===== config.mk =====
export PLATFORM = sky130hd
export DESIGN_NAME = dma2d_addr_gen
export DESIGN_NICKNAME = d
export VERILOG_FILES = /design/src/rtl/dma2d_pkg.sv /design/src/rtl/dma2d_regs.sv /design/src/rtl/dma2d_step_scale.sv /design/src/rtl/dma2d_walker.sv /design/src/rtl/dma2d_addr_gen.sv
export SDC_FILE = /design/constraint.sdc
export NUM_CORES = 1
export LEC_CHECK = 0
export BUFFER_PORTS_ARGS = -buffer_cell sky130_fd_sc_hd__buf_2
export CAP_MARGIN = 30
export CORE_ASPECT_RATIO = 0.9
export CORE_UTILIZATION = 45
export CTS_CLUSTER_DIAMETER = 30
export CTS_CLUSTER_SIZE = 10
export DETAILED_ROUTE_END_ITERATION = 8
export PLACE_DENSITY = 0.67
export SYNTH_ARGS = -nofsm -noshare
export SYNTH_HDL_FRONTEND = slang
export SYNTH_SLANG_ARGS = --single-unit

===== constraint.sdc =====
create_clock -name clk -period 5 [get_ports clk]
set_input_delay 0.75 -clock clk [delete_from_list [all_inputs] [get_ports clk]]
set_output_delay 0.75 -clock clk [all_outputs]
set_load 0.1 [all_outputs]

===== src/rtl/dma2d_pkg.sv =====
package dma2d_pkg;
  typedef enum logic [2:0] {
    SEL_BASE  = 3'd0,
    SEL_ICNT  = 3'd1,
    SEL_ISTEP = 3'd2,
    SEL_OCNT  = 3'd3,
    SEL_OSTEP = 3'd4,
    SEL_CTRL  = 3'd5
  } cfg_sel_e;

  localparam int CTL_GO    = 0;
  localparam int CTL_TWO_D = 1;
  localparam int CTL_CIRC  = 2;
  localparam int CTL_ROWIE = 3;
  localparam int CTL_WIDTH = 4;
endpackage


===== src/rtl/dma2d_regs.sv =====
module dma2d_regs import dma2d_pkg::*; #(
  parameter int ADDR_W = 32,
  parameter int CNT_W  = 16
) (
  input  logic              clk,
  input  logic              rst_n,
  input  logic              cfg_we,
  input  logic [2:0]        cfg_sel,
  input  logic [ADDR_W-1:0] cfg_wdata,
  input  logic              running,
  output logic              go_pulse,
  output logic              halt_pulse,
  output logic [ADDR_W-1:0] base_q,
  output logic [CNT_W-1:0]  icnt_q,
  output logic [CNT_W-1:0]  istep_q,
  output logic [CNT_W-1:0]  ocnt_q,
  output logic [CNT_W-1:0]  ostep_q,
  output logic              two_d_q,
  output logic              circ_q,
  output logic              rowie_q,
  output logic [1:0]        width_q
);
  logic ctl_wr;
  assign ctl_wr     = cfg_we && (cfg_sel == SEL_CTRL);
  assign go_pulse   = ctl_wr && !running && cfg_wdata[CTL_GO];
  assign halt_pulse = ctl_wr && running && !cfg_wdata[CTL_GO];

  always_ff @(posedge clk) begin
    if (!rst_n) begin
      base_q  <= '0;
      icnt_q  <= '0;
      istep_q <= '0;
      ocnt_q  <= '0;
      ostep_q <= '0;
      two_d_q <= 1'b0;
      circ_q  <= 1'b0;
      rowie_q <= 1'b0;
      width_q <= 2'd0;
    end else if (cfg_we && !running) begin
      case (cfg_sel)
        SEL_BASE:  base_q  <= cfg_wdata;
        SEL_ICNT:  icnt_q  <= cfg_wdata[CNT_W-1:0];
        SEL_ISTEP: istep_q <= cfg_wdata[CNT_W-1:0];
        SEL_OCNT:  ocnt_q  <= cfg_wdata[CNT_W-1:0];
        SEL_OSTEP: ostep_q <= cfg_wdata[CNT_W-1:0];
        SEL_CTRL: begin
          two_d_q <= cfg_wdata[CTL_TWO_D];
          circ_q  <= cfg_wdata[CTL_CIRC];
          rowie_q <= cfg_wdata[CTL_ROWIE];
          width_q <= cfg_wdata[CTL_WIDTH+1:CTL_WIDTH];
        end
        default: ;
      endcase
    end
  end


  cfg_frozen_chk: assert property (@(posedge clk) disable iff (!rst_n)
    running && cfg_we && (cfg_sel != SEL_CTRL) |=> $stable(base_q) && $stable(icnt_q)
      && $stable(istep_q) && $stable(ocnt_q) && $stable(ostep_q));
endmodule


===== src/rtl/dma2d_step_scale.sv =====
module dma2d_step_scale #(
  parameter int ADDR_W = 32,
  parameter int CNT_W  = 16
) (
  input  logic [CNT_W-1:0]  step,
  input  logic [1:0]        width,
  output logic [ADDR_W-1:0] delta
);
  localparam int EXT_W = ADDR_W - CNT_W;
  logic [ADDR_W-1:0] ext;
  assign ext = {{EXT_W{step[CNT_W-1]}}, step};

  always_comb begin
    case (width)
      2'd0:    delta = ext;
      2'd1:    delta = ext << 1;
      default: delta = ext << 2;
    endcase
  end
endmodule


===== src/rtl/dma2d_walker.sv =====
module dma2d_walker #(
  parameter int ADDR_W = 32,
  parameter int CNT_W  = 16
) (
  input  logic              clk,
  input  logic              rst_n,
  input  logic              go,
  input  logic              halt,
  input  logic [ADDR_W-1:0] base,
  input  logic [CNT_W-1:0]  icnt,
  input  logic [CNT_W-1:0]  ocnt,
  input  logic [ADDR_W-1:0] idelta,
  input  logic [ADDR_W-1:0] odelta,
  input  logic              two_d,
  input  logic              circ,
  input  logic              rowie,
  input  logic              ready,
  output logic              running,
  output logic [ADDR_W-1:0] cur,
  output logic              irq_row,
  output logic              irq_done
);
  localparam logic [CNT_W-1:0] ONE = CNT_W'(1);

  logic [CNT_W-1:0] eidx, ridx;
  logic last_elem, last_row, xfer;

  assign last_elem = (eidx == icnt - ONE);
  assign last_row  = !two_d || (ridx == ocnt - ONE);
  assign xfer      = running && ready;

  always_ff @(posedge clk) begin
    if (!rst_n) begin
      running  <= 1'b0;
      cur      <= '0;
      eidx     <= '0;
      ridx     <= '0;
      irq_row  <= 1'b0;
      irq_done <= 1'b0;
    end else begin
      irq_row  <= 1'b0;
      irq_done <= 1'b0;
      if (go && !running) begin
        running <= 1'b1;
        cur     <= base;
        eidx    <= '0;
        ridx    <= '0;
      end else if (xfer) begin
        if (last_elem) begin
          irq_row <= rowie;
          eidx    <= '0;
          if (last_row) begin
            irq_done <= 1'b1;
            ridx     <= '0;
            cur      <= base;
            running  <= circ;
          end else begin
            ridx <= ridx + ONE;
            cur  <= cur + odelta;
          end
        end else begin
          eidx <= eidx + ONE;
          cur  <= cur + idelta;
        end
      end
      if (halt) running <= 1'b0;
    end
  end


  stall_hold_chk: assert property (@(posedge clk) disable iff (!rst_n)
    running && !ready && !halt |=> running && $stable(cur));

  oneshot_end_chk: assert property (@(posedge clk) disable iff (!rst_n)
    irq_done && !circ |-> !running);

  elem_range_chk: assert property (@(posedge clk) disable iff (!rst_n)
    running |-> eidx <= icnt - ONE);

  one_d_row_chk: assert property (@(posedge clk) disable iff (!rst_n)
    running && !two_d |-> ridx == '0);

  row_irq_en_chk: assert property (@(posedge clk) disable iff (!rst_n)
    irq_row |-> rowie);
endmodule


===== src/rtl/dma2d_addr_gen.sv =====
module dma2d_addr_gen #(
  parameter int ADDR_W = 32,
  parameter int CNT_W  = 16
) (
  input  logic              clk,
  input  logic              rst_n,
  input  logic              cfg_we,
  input  logic [2:0]        cfg_sel,
  input  logic [ADDR_W-1:0] cfg_wdata,
  output logic              addr_valid,
  input  logic              addr_ready,
  output logic [ADDR_W-1:0] addr_out,
  output logic              irq_row,
  output logic              irq_done
);
  logic              go_pulse, halt_pulse, running;
  logic [ADDR_W-1:0] base_q, idelta, odelta;
  logic [CNT_W-1:0]  icnt_q, istep_q, ocnt_q, ostep_q;
  logic              two_d_q, circ_q, rowie_q;
  logic [1:0]        width_q;

  dma2d_regs #(.ADDR_W(ADDR_W), .CNT_W(CNT_W)) u_regs (
    .clk(clk), .rst_n(rst_n), .cfg_we(cfg_we), .cfg_sel(cfg_sel),
    .cfg_wdata(cfg_wdata), .running(running), .go_pulse(go_pulse),
    .halt_pulse(halt_pulse), .base_q(base_q), .icnt_q(icnt_q),
    .istep_q(istep_q), .ocnt_q(ocnt_q), .ostep_q(ostep_q),
    .two_d_q(two_d_q), .circ_q(circ_q), .rowie_q(rowie_q), .width_q(width_q)
  );

  dma2d_step_scale #(.ADDR_W(ADDR_W), .CNT_W(CNT_W)) u_iscale (
    .step(istep_q), .width(width_q), .delta(idelta)
  );

  dma2d_step_scale #(.ADDR_W(ADDR_W), .CNT_W(CNT_W)) u_oscale (
    .step(ostep_q), .width(width_q), .delta(odelta)
  );

  dma2d_walker #(.ADDR_W(ADDR_W), .CNT_W(CNT_W)) u_walk (
    .clk(clk), .rst_n(rst_n), .go(go_pulse), .halt(halt_pulse),
    .base(base_q), .icnt(icnt_q), .ocnt(ocnt_q), .idelta(idelta),
    .odelta(odelta), .two_d(two_d_q), .circ(circ_q), .rowie(rowie_q),
    .ready(addr_ready), .running(running), .cur(addr_out),
    .irq_row(irq_row), .irq_done(irq_done)
  );

  assign addr_valid = running;
endmodule


Word level (Yosys, flattened, before mapping)
Index checks and enable logic that the tools add are counted.

Register bits after elaboration: 168. Bits of input ports: 39. Output and inout port bits: 35. Logic and storage cells: 73.

$add $sub $neg: 6. Eq/ne operators: 8. Multiplexer cells: 13. Bitwise gates (word level): 3. Reductions and logical operators: 28.

Operators with widths (number): 2-to-1 mux 32 bit (4); case mux 17 bit (2 select lines) (2); adder 32 bit (2); adder 16 x 1 -> 16 bit (second input constant) (2); == test 16 bit (2); 2-to-1 mux 16 bit (2); subtractor 16 x 1 -> 16 bit (second input constant) (2); AND reduction 2 bit (7); logical AND 1 bit (8); == test 3 x 2 -> 1 bit (second input constant) (2); == test 3 bit (second input constant) (2); nonzero test 2 bit (3); 2-to-1 mux 1 bit (5); OR reduction 2 bit (2); OR reduction 4 bit (1); == test 3 x 1 -> 1 bit (second input constant) (1); zero test 1 bit (3); zero test 3 bit (1); inverter 1 bit (3); AND reduction 3 bit (1); == test 2 x 1 -> 1 bit (second input constant) (1); zero test 2 bit (1); logical OR 1 bit (1).

Depth between registers and ports, before layout
Gate-level depths: netlist of run 1.

Depth after elaboration: 7. Gate-level depth with buffers: 15. Depth with buffers taken out: 12.

By module
Synthesis of run 1 repeated with hierarchy kept, for this count alone.

Cell total of the unflattened synthesis: 1501. Area total of the unflattened synthesis: 12136.6 um^2.

Modules (own cells, without submodules): dma2d_walker (times used 1, cells each 998, area each 7468.4 um^2, sequential area each 1341.3 um^2); dma2d_regs (times used 1, cells each 371, area each 3762.4 um^2, sequential area each 2021.9 um^2); dma2d_step_scale (times used 2, cells each 66, area each 452.9 um^2, sequential area each 0.0 um^2).

Worst setup path before layout of run 1
OpenSTA, ideal clock, no wires.

Path type: register to register. From: register u_regs.width_q[0]. To: register u_walk.cur[31]. Setup time: 0.123 ns. Arrival: 3.629 ns. Required time: 4.877 ns. Slack: 1.248 ns. Stages on the path, launching flop included: 15. Path buffers: 2. Period minus slack after synthesis: 3.752 ns. Cells stage by stage: dfxtp_1 > clkbuf_1 > buf_1 > mux2i_1 > o21ai_0 > ha_1 > a2111o_1 > a21oi_1 > nor3_1 > o311a_1 > a211o_1 > a211oi_1 > o2111ai_1 > a211oi_1 > nor4_1.

Cells in the longest elaborated chain, start to end: 7. Elaborated cells between the ends (all ways): 10. Those cells by class: add/sub: 2; eq/ne: 1; mux: 6; reduce/logical: 1.

Ends and longest elaborated chain: start: declaration (line dma2d_regs.sv:21) `output logic [1:0] width_q`; start signal: assignment (line dma2d_regs.sv:50) `width_q <= cfg_wdata[CTL_WIDTH+1:CTL_WIDTH];`; == test 2 x 1 -> 1 bit / zero test 2 bit (equally long branches) (line dma2d_step_scale.sv:14) `case (width)`; case mux 17 bit (2 select lines) (line dma2d_step_scale.sv:14); adder 32 bit (line dma2d_walker.sv:59) `cur <= cur + odelta;`; 2-to-1 mux 32 bit (line dma2d_walker.sv:52) `if (last_row) begin`; 2-to-1 mux 32 bit (*) (line dma2d_walker.sv:49) `if (last_elem) begin`; 2-to-1 mux 32 bit (*) (line dma2d_walker.sv:48) `end else if (xfer) begin`; 2-to-1 mux 32 bit (*) (line dma2d_walker.sv:43) `if (go && !running) begin`; end signal: assignment (line dma2d_walker.sv:45) `cur <= base;`; end signal: assignment (line dma2d_walker.sv:55) `cur <= base;`; end signal: assignment (line dma2d_walker.sv:59); end: declaration (line dma2d_walker.sv:19) `output logic [ADDR_W-1:0] cur,`.

Every way passes the cells marked *; elsewhere a longest branch is shown, timed or not. The select of a mux whose other input is x is not followed. A chain may end at the register's enable or synchronous reset.

Final worst setup path of run 1
From: register u_regs.width_q[1]. To: register u_walk.cur[24].

Same word-level chain as after synthesis.

==> summary.txt, run 1 <==
Cells and area
  • FF+latch area: 3366 um2
  • Final Cell Area: 13500 um2
  • Non-Filler Instances: 1967
  • Antenna Cells: 0
  • Area delta synth->final: 10.71%
  • Share of cells above drive strength 1: 9.574%
  • Most frequent cells in the layout: nand2_1, dfxtp_1, nor2_1, o21ai_0, a21oi_1
  • Commonest non-fill, non-tap cell in the layout: nand2_1
  • Nets: 1715
  • Filler cells: 2583
  • Multi-input logic area: 8418 um2

Routing
  • # DRC: 0
  • DR vias: 11.64k
  • Via density: 5.916
  • Wirelength, routed: 38110 um
  • Drt pass-1 iters: 5
  • DRT iter0 DRCs: 997
  • Final ANT Viol Nets: 0
  • DR WL/cell: 19.37 um

Global route
  • Largest net degree at the start of global routing: 96
  • Total gr overflow: 0
  • GRT Total Usage: 27.62%
  • First-pass GRT wire length: 59420 um
  • Antenna violations before repair: 0
  • Vias in the first global route: 10.66k

Yosys
  • EDFF count, synth: 0
  • Async set or reset register ratio after synthesis: 0%
  • Yosys warnings: 0
  • Sequential share of the synthesized area: 27.58%
  • Most used DFF post-synth: dfxtp_1
  • Count of cell types in the netlist: 73
  • Mapped Area: 12200 um2
  • Avg Cell Area, Syn: 7.778 um2
  • #FFs+latches synth: 168
  • Mapped Nets: 1677
  • Synthesized instance count: 1568

Worst setup path
  • Critical path class: register to register
  • CP Max Fanout: 40
  • Element type at the critical path end: register
  • CP Data Arrival Time: 4.48 ns
  • Data required, critical path: 5.37 ns
  • Crit start category: register

Timing
  • Setup TNS Final: 0 ns
  • Worst slew margin: 31.30%
  • Worst Skew: 0.01372 ns
  • Fmax: 243.1 MHz
  • Hold Fails Final Rpt: 0
  • RSZ-0062 raised after global routing: no
  • Fin. max-slew vios: 0
  • Slew @ Worst Pin: 1.030 ns
  • Final setup violation count: 0
  • Period utilisation layout: 82.27%
  • Fin crit period: 4.114 ns

Power and ir drop
  • VDD IR max: 0.0002403 V
  • Clock power frac: 44.4%
  • Pwr dens: 232.6 nW/um2
  • NetSw: 933.7 uW
  • Switching power share of the total: 29.73%
  • Reg power frac: 44.3%
  • Overall power: 3141 uW
  • Pint: 2207 uW
  • Logic pwr share: 11.3%
  • LEAKAGE: 0.005531 uW

Placed design
  • Placed Instances: 1935
  • DP Area: 12900 um2
  • PortBufs: 73
  • HPWL Detailed: 27830 um
  • Placer Congestion: 0.9548

Die
  • Total core area: 26350 um2
  • Initial core utilization: 46.29%
  • FP Rows: 56
  • DIE AREA: 27760 um2
  • Top Ports: 74
  • Chip height: 158.2 um
  • Die width: 175.5 um

CTS
  • Post-cts gate resize count: 0
  • Clock Latency Late Sink: 0.45 ns
  • # Post-CTS Setup Buffers: 0
  • Worst-path clk slew: 0.08 ns
  • Cts hold-fix bufs: 0
  • CTS tree: yes
  • CTS buffer count: 17
  • Clock sink count: 168
  • Clock Root Buffer: clkbuf_16
  • CTS max path bufs: 2
  • H-tree levels: 4

Worst hold path
  • Hold Path Class: register to register

Status
  • Status: completed

Run
  • Max-cap violations: 0
[power by group through the flow]
stage / logic, uW / clock network, uW / registers [uW]
after floorplan: 220 / 0 / 1440
after global placement: 343 / 0 / 1420
after detailed placement: 348 / 0 / 1420
after CTS: 350 / 1410 / 1390
after global routing: 382 / 1460 / 1400
final: 354 / 1390 / 1390
[critical path: stages, from the launching register on]
cell      delay (ns)
dfxtp_2         0.72
nor3b_1         0.12
ha_1            0.26
fa_1            0.43
a211oi_1        0.43
o211a_1         0.25
nand2b_1        0.19
a21oi_1         0.14
o21ai_0         0.49
o21bai_1        0.22
or4_1           0.42
and3_1          0.19
o21ai_0         0.17
[path summary, 6_finish.rpt]
| path | to | from | cells after the start | slack (ns) |
|---|---|---|---|---|
| setup / recovery | u_walk.cur[24] | u_regs.width_q[1] | 12 | 0.89 |
| hold / removal | u_regs.base_q[0] | u_regs.base_q[0] | 2 | 0.47 |
| setup reg to reg | u_walk.cur[24] | u_regs.width_q[1] | 12 | 0.89 |
| hold reg to reg | u_regs.base_q[0] | u_regs.base_q[0] | 2 | 0.47 |
[Yosys cell counts (all sizes together) (12+ instances only)]
master | number | share of area [%]
nor2 | 105 | 3.3
a211oi | 20 | 1.2
a21o | 26 | 1.6
o221ai | 15 | 1.1
a21boi | 71 | 4.4
nor2b | 41 | 2.1
nor3 | 32 | 1.3
inv | 32 | 0.98
o21ai | 95 | 3.9
xnor2 | 71 | 5.1
nand2 | 262 | 8.1
o21bai | 12 | 0.74
dfxtp | 168 | 28
clkbuf | 67 | 2.1
a21oi | 81 | 3.3
and3 | 29 | 1.5
a31oi | 16 | 0.87
nor4 | 16 | 0.82
ha | 68 | 7.0
mux2i | 73 | 6.0
xor2 | 46 | 3.3
nand3 | 39 | 1.6
[kinds of logic after synthesis]
family | after synthesis | share of synthesized area [%]
XOR/XNOR | 117 | 8.403
buffers and inverters | 109 | 3.519
flip-flops | 168 | 27.58
multiplexers | 81 | 6.730
adder cells (fa/ha/maj) | 70 | 7.305
AND/OR/NAND/NOR | 605 | 23.53
AO/OA/AOI/OAI | 418 | 22.94
[metal layers]
metal / track usage (%) / wire (um)
met1: 39.13 / 18480
met2: 43.58 / 16520
met3: 3.915 / 2514
met4: 7.495 / 564
met5: 0 / 34
[sequential cells by signal, indices dropped and copies added, names as in the netlist, 2 cells and up]
name and count:
u_regs.ocnt_q 16, u_regs.width_q 2, u_walk.cur 32, u_regs.ostep_q 16
u_regs.base_q 32, u_regs.istep_q 16, u_walk.ridx 16, u_walk.eidx 16
u_regs.icnt_q 16
[cell type report]
| cell class | instances | area share (%) |
|---|---|---|
| multi-input cells | 1291 | 62.35 |
| clock inverters | 14 | 1.279 |
| well taps | 348 | 3.225 |
| repair buffers | 96 | 4.152 |
| inverters | 32 | 0.8896 |
| flip-flops and latches | 168 | 24.93 |
| clock buffers | 18 | 3.179 |
[per-stage QoR]
stage                     hold WS [ns]  setup WS [ns]  utilization (%)
after floorplan                 0.4400          1.248                -
after global placement          0.4568          1.086            48.86
after detailed placement        0.4649         0.9960            48.96
after CTS                       0.4761         0.9459            51.25
after global routing            0.5042         0.6593            51.25
final                           0.4720         0.8863            51.25
(Power assumes the default switching activity.)
==> run 2, diff against run 1 <==
--- a/config.mk
+++ b/config.mk
@@ -5,6 +5,7 @@
 export SDC_FILE = /design/constraint.sdc
 export NUM_CORES = 1
 export LEC_CHECK = 0
+export ABC_AREA = 1
 export BUFFER_PORTS_ARGS = -buffer_cell sky130_fd_sc_hd__buf_2
 export CAP_MARGIN = 30
 export CORE_ASPECT_RATIO = 0.9
==> constraint.sdc (replaced) <==
create_clock -name clk -period 4.05 [get_ports clk]
set_input_delay 0.6075 -clock clk [delete_from_list [all_inputs] [get_ports clk]]
set_output_delay 0.6075 -clock clk [all_outputs]
set_load 0.1 [all_outputs]
==> run 2 against run 1 <==
Effect of this change:
- total power rose by 35%
- critical path type unchanged
- utilization fell by 0.75 points
- via count rose by 25%
- sequential power rose by 24%
- worst setup slack got worse by 0.37 ns
- largest cell class unchanged
- non-clock buffer count fell by 3
- synthesized cell count rose by 38%
- clock power rose by 25%
- final area rose by 8.2%
==> summary.txt, run 2 <==
Status
  • Status: completed

Worst setup path
  • CP Data Arrival Time: 3.83 ns
  • Critical path class: register to register
  • RR Startpoint: u_regs.width_q[1]
  • Slowest stage cell, crit path: a221oi_1
  • Buf/Inv on CP: 2
  • Worst Setup SP: u_regs.width_q[1]
  • Crit path top cell by count: nand2_1
  • Cell family with most CP delay: simple AND/OR/NAND/NOR gates
  • Crit-path cells: inv_1, nand2_1, inv_1, a221oi_1, ha_1, nand2_1, nand2_1, nand3_1, nand2_1, nand2_1, nand3_1, a21oi_1, nand2_1, nand2_1, nand4_1, nand3_1, nand2_1, nand2_1, a21oi_1
  • Data required, critical path: 4.35 ns
  • Element type at the critical path end: register
  • CP Max Fanout: 12
  • Crit start category: register
  • Crit-path max cell delay: 0.66 ns

Cells and area
  • Nets: 2315
  • Share of cells above drive strength 1: 8.067%
  • Antenna Cells: 0
  • Non-Filler Instances: 2615
  • Area delta synth->final: 10.17%
  • Post-layout util: 50.50%
  • Commonest non-fill, non-tap cell in the layout: nand2_1
  • Most frequent cells in the layout: nand2_1, inv_1, nor2_1, a21oi_1, dfxtp_1
  • Top Registers: u_regs.base_q x32, u_walk.cur x32
  • Filler cells: 3059

CTS
  • Worst-path clk slew: 0.08 ns
  • Post-cts gate resize count: 0
  • H-tree levels: 4
  • CTS tree: yes
  • Clock sink count: 168
  • Cts hold-fix bufs: 0
  • Clock Latency Late Sink: 0.46 ns
  • # Post-CTS Setup Buffers: 0
  • CTS max path bufs: 2
  • CTS buffer count: 17
  • Clock Root Buffer: clkbuf_16

Global route
  • Antenna violations before repair: 0
  • Vias in the first global route: 13.22k
  • GRT Total Usage: 31.28%
  • Total gr overflow: 0
  • Largest net degree at the start of global routing: 97
  • First-pass GRT wire length: 72900 um

Yosys
  • Avg Cell Area, Syn: 6.146 um2
  • Dominant cell type by area after synthesis: dfxtp_1
  • Top cells by count, synth: nand2_1, inv_1, nor2_1
  • Yosys top cell area share: 25.36%
  • Count of cell types in the netlist: 53
  • Mapped Nets: 2267
  • Top-count cell post-synth: nand2_1
  • Mapped Area: 13260 um2
  • Largest cells by area after synthesis: dfxtp_1, nand2_1, a21oi_1, inv_1, nor2_1
  • #FFs+latches synth: 168
  • Async set or reset register ratio after synthesis: 0%
  • Most used DFF post-synth: dfxtp_1
  • Sequential share of the synthesized area: 25.36%
  • Synthesized instance count: 2158
  • Yosys warnings: 0
  • EDFF count, synth: 0

Power and ir drop
  • Clock power frac: 41.1%
  • Pint: 2788 uW
  • Overall power: 4234 uW
  • Switching power share of the total: 34.17%
  • NetSw: 1447 uW
  • Logic pwr share: 18.0%
  • LEAKAGE: 0.006959 uW
  • Pwr dens: 289.8 nW/um2
  • Reg power frac: 40.9%
  • VDD IR max: 0.0002242 V

Run
  • Max-cap violations: 0

Die
  • DIE AREA: 30170 um2
  • Chip height: 164.9 um
  • FP Rows: 59
  • Top Ports: 74
  • Initial core utilization: 45.84%
  • Die width: 183.0 um
  • Total core area: 28940 um2

Timing
  • Final setup violation count: 0
  • Fmax: 283.2 MHz
  • Worst setup slack after layout: 0.5187 ns
  • Worst Skew: 0.02361 ns
  • Hold Fails Final Rpt: 0
  • RSZ-0062 raised after global routing: no
  • Fin crit period: 3.531 ns
  • Period utilisation layout: 87.19%
  • Setup TNS Final: 0 ns
  • Worst slew margin: 36.67%
  • Slew @ Worst Pin: 0.9488 ns
  • Fin. max-slew vios: 0

Placed design
  • Placed Instances: 2583
  • Post-Place Setup Slack: 0.6183 ns
  • Placer Congestion: 1.001
  • HPWL Detailed: 35570 um
  • PortBufs: 73

Routing
  • Wirelength, routed: 46740 um
  • DRT iter0 DRCs: 1664
  • DR WL/cell: 17.87 um
  • DR vias: 14.54k
  • Via density: 5.562
  • # DRC: 0
  • Drt pass-1 iters: 5
  • Final ANT Viol Nets: 0

Worst hold path
  • HP Start: cfg_wdata[26]
  • Hold Path Class: input port to register
## run 2: changes by cell type after synthesis, moves of 70 or more
cell / change
nand3_1: +105
mux2i_1: -73
o21ai_0: +70
nor2_1: +148
a21oi_1: +158
inv_1: +222
nand2_1: +255
a21boi_0: -70
## run 2: final cells by class
type | instances | area [um2] | area share (%)
multi-input combinational | 1665 | 8617 | 58.97
sequential | 168 | 3363 | 23.02
inverter | 261 | 987.2 | 6.756
timing repair buffer | 93 | 515.5 | 3.528
tap | 396 | 495.5 | 3.391
clock buffer | 17 | 425.4 | 2.911
clock inverter | 15 | 209.0 | 1.430
## run 2: metal layers
metal / global-route usage [%] / vias to the layer above / wire length [um]
met5: 0 / - / 0
met4: 10.19 / 0 / 1317
li1: - / 7179 / -
met2: 52.04 / 570 / 20940
met1: 42.06 / 6711 / 21040
met3: 3.682 / 84 / 3448
## run 2: logic make-up (layout without fill, tap and decap cells)
| kind of cell | after synthesis | after routing | synth area share (%) |
|---|---|---|---|
| and+or+nand+nor | 1040 | 1040 | 34.11 |
| adders and majority gates | 70 | 70 | 6.716 |
| xor gates and xnor gates | 78 | 78 | 5.264 |
| DFF | 168 | 168 | 25.36 |
| buffers and inverters | 325 | 386 | 9.716 |
| AOI/OAI and AO/OA | 477 | 477 | 18.84 |
## run 2: final timing paths
path,end,slack (ns),cells after the start
setup / recovery,u_walk.cur[30],0.52,19
setup reg to reg,u_walk.cur[30],0.52,19
hold / removal,u_regs.base_q[26],0.45,3
hold reg to reg,u_regs.base_q[25],0.47,2
## run 2: power by group through the flow
stage | logic, uW | registers (uW) | clock network [uW]
after floorplan | 506 | 1790 | 0
after global placement | 735 | 1770 | 0
after detailed placement | 745 | 1770 | 0
after CTS | 749 | 1730 | 1760
after global routing | 839 | 1740 | 1830
final | 760 | 1730 | 1740
## run 2: worst reg2reg max path, delay by kind of cell (launching register included)
kind                     cells  cell delay (ns)
buffers and inverters        2             0.36
flip-flops                   1             0.40
AND/OR/NAND/NOR             13             1.32
AO/OA/AOI/OAI                3             0.90
adder cells (fa/ha/maj)      1             0.41
## run 2: metrics by stage
step | area [um2] | hold slack (ns)
2_1_floorplan | 13260 | 0.4240
3_3_place_gp | 13980 | 0.4524
3_5_place_dp | 13980 | 0.4576
4_1_cts | 14610 | 0.4528
5_1_grt | 14610 | 0.4866
6_report | 14610 | 0.4528
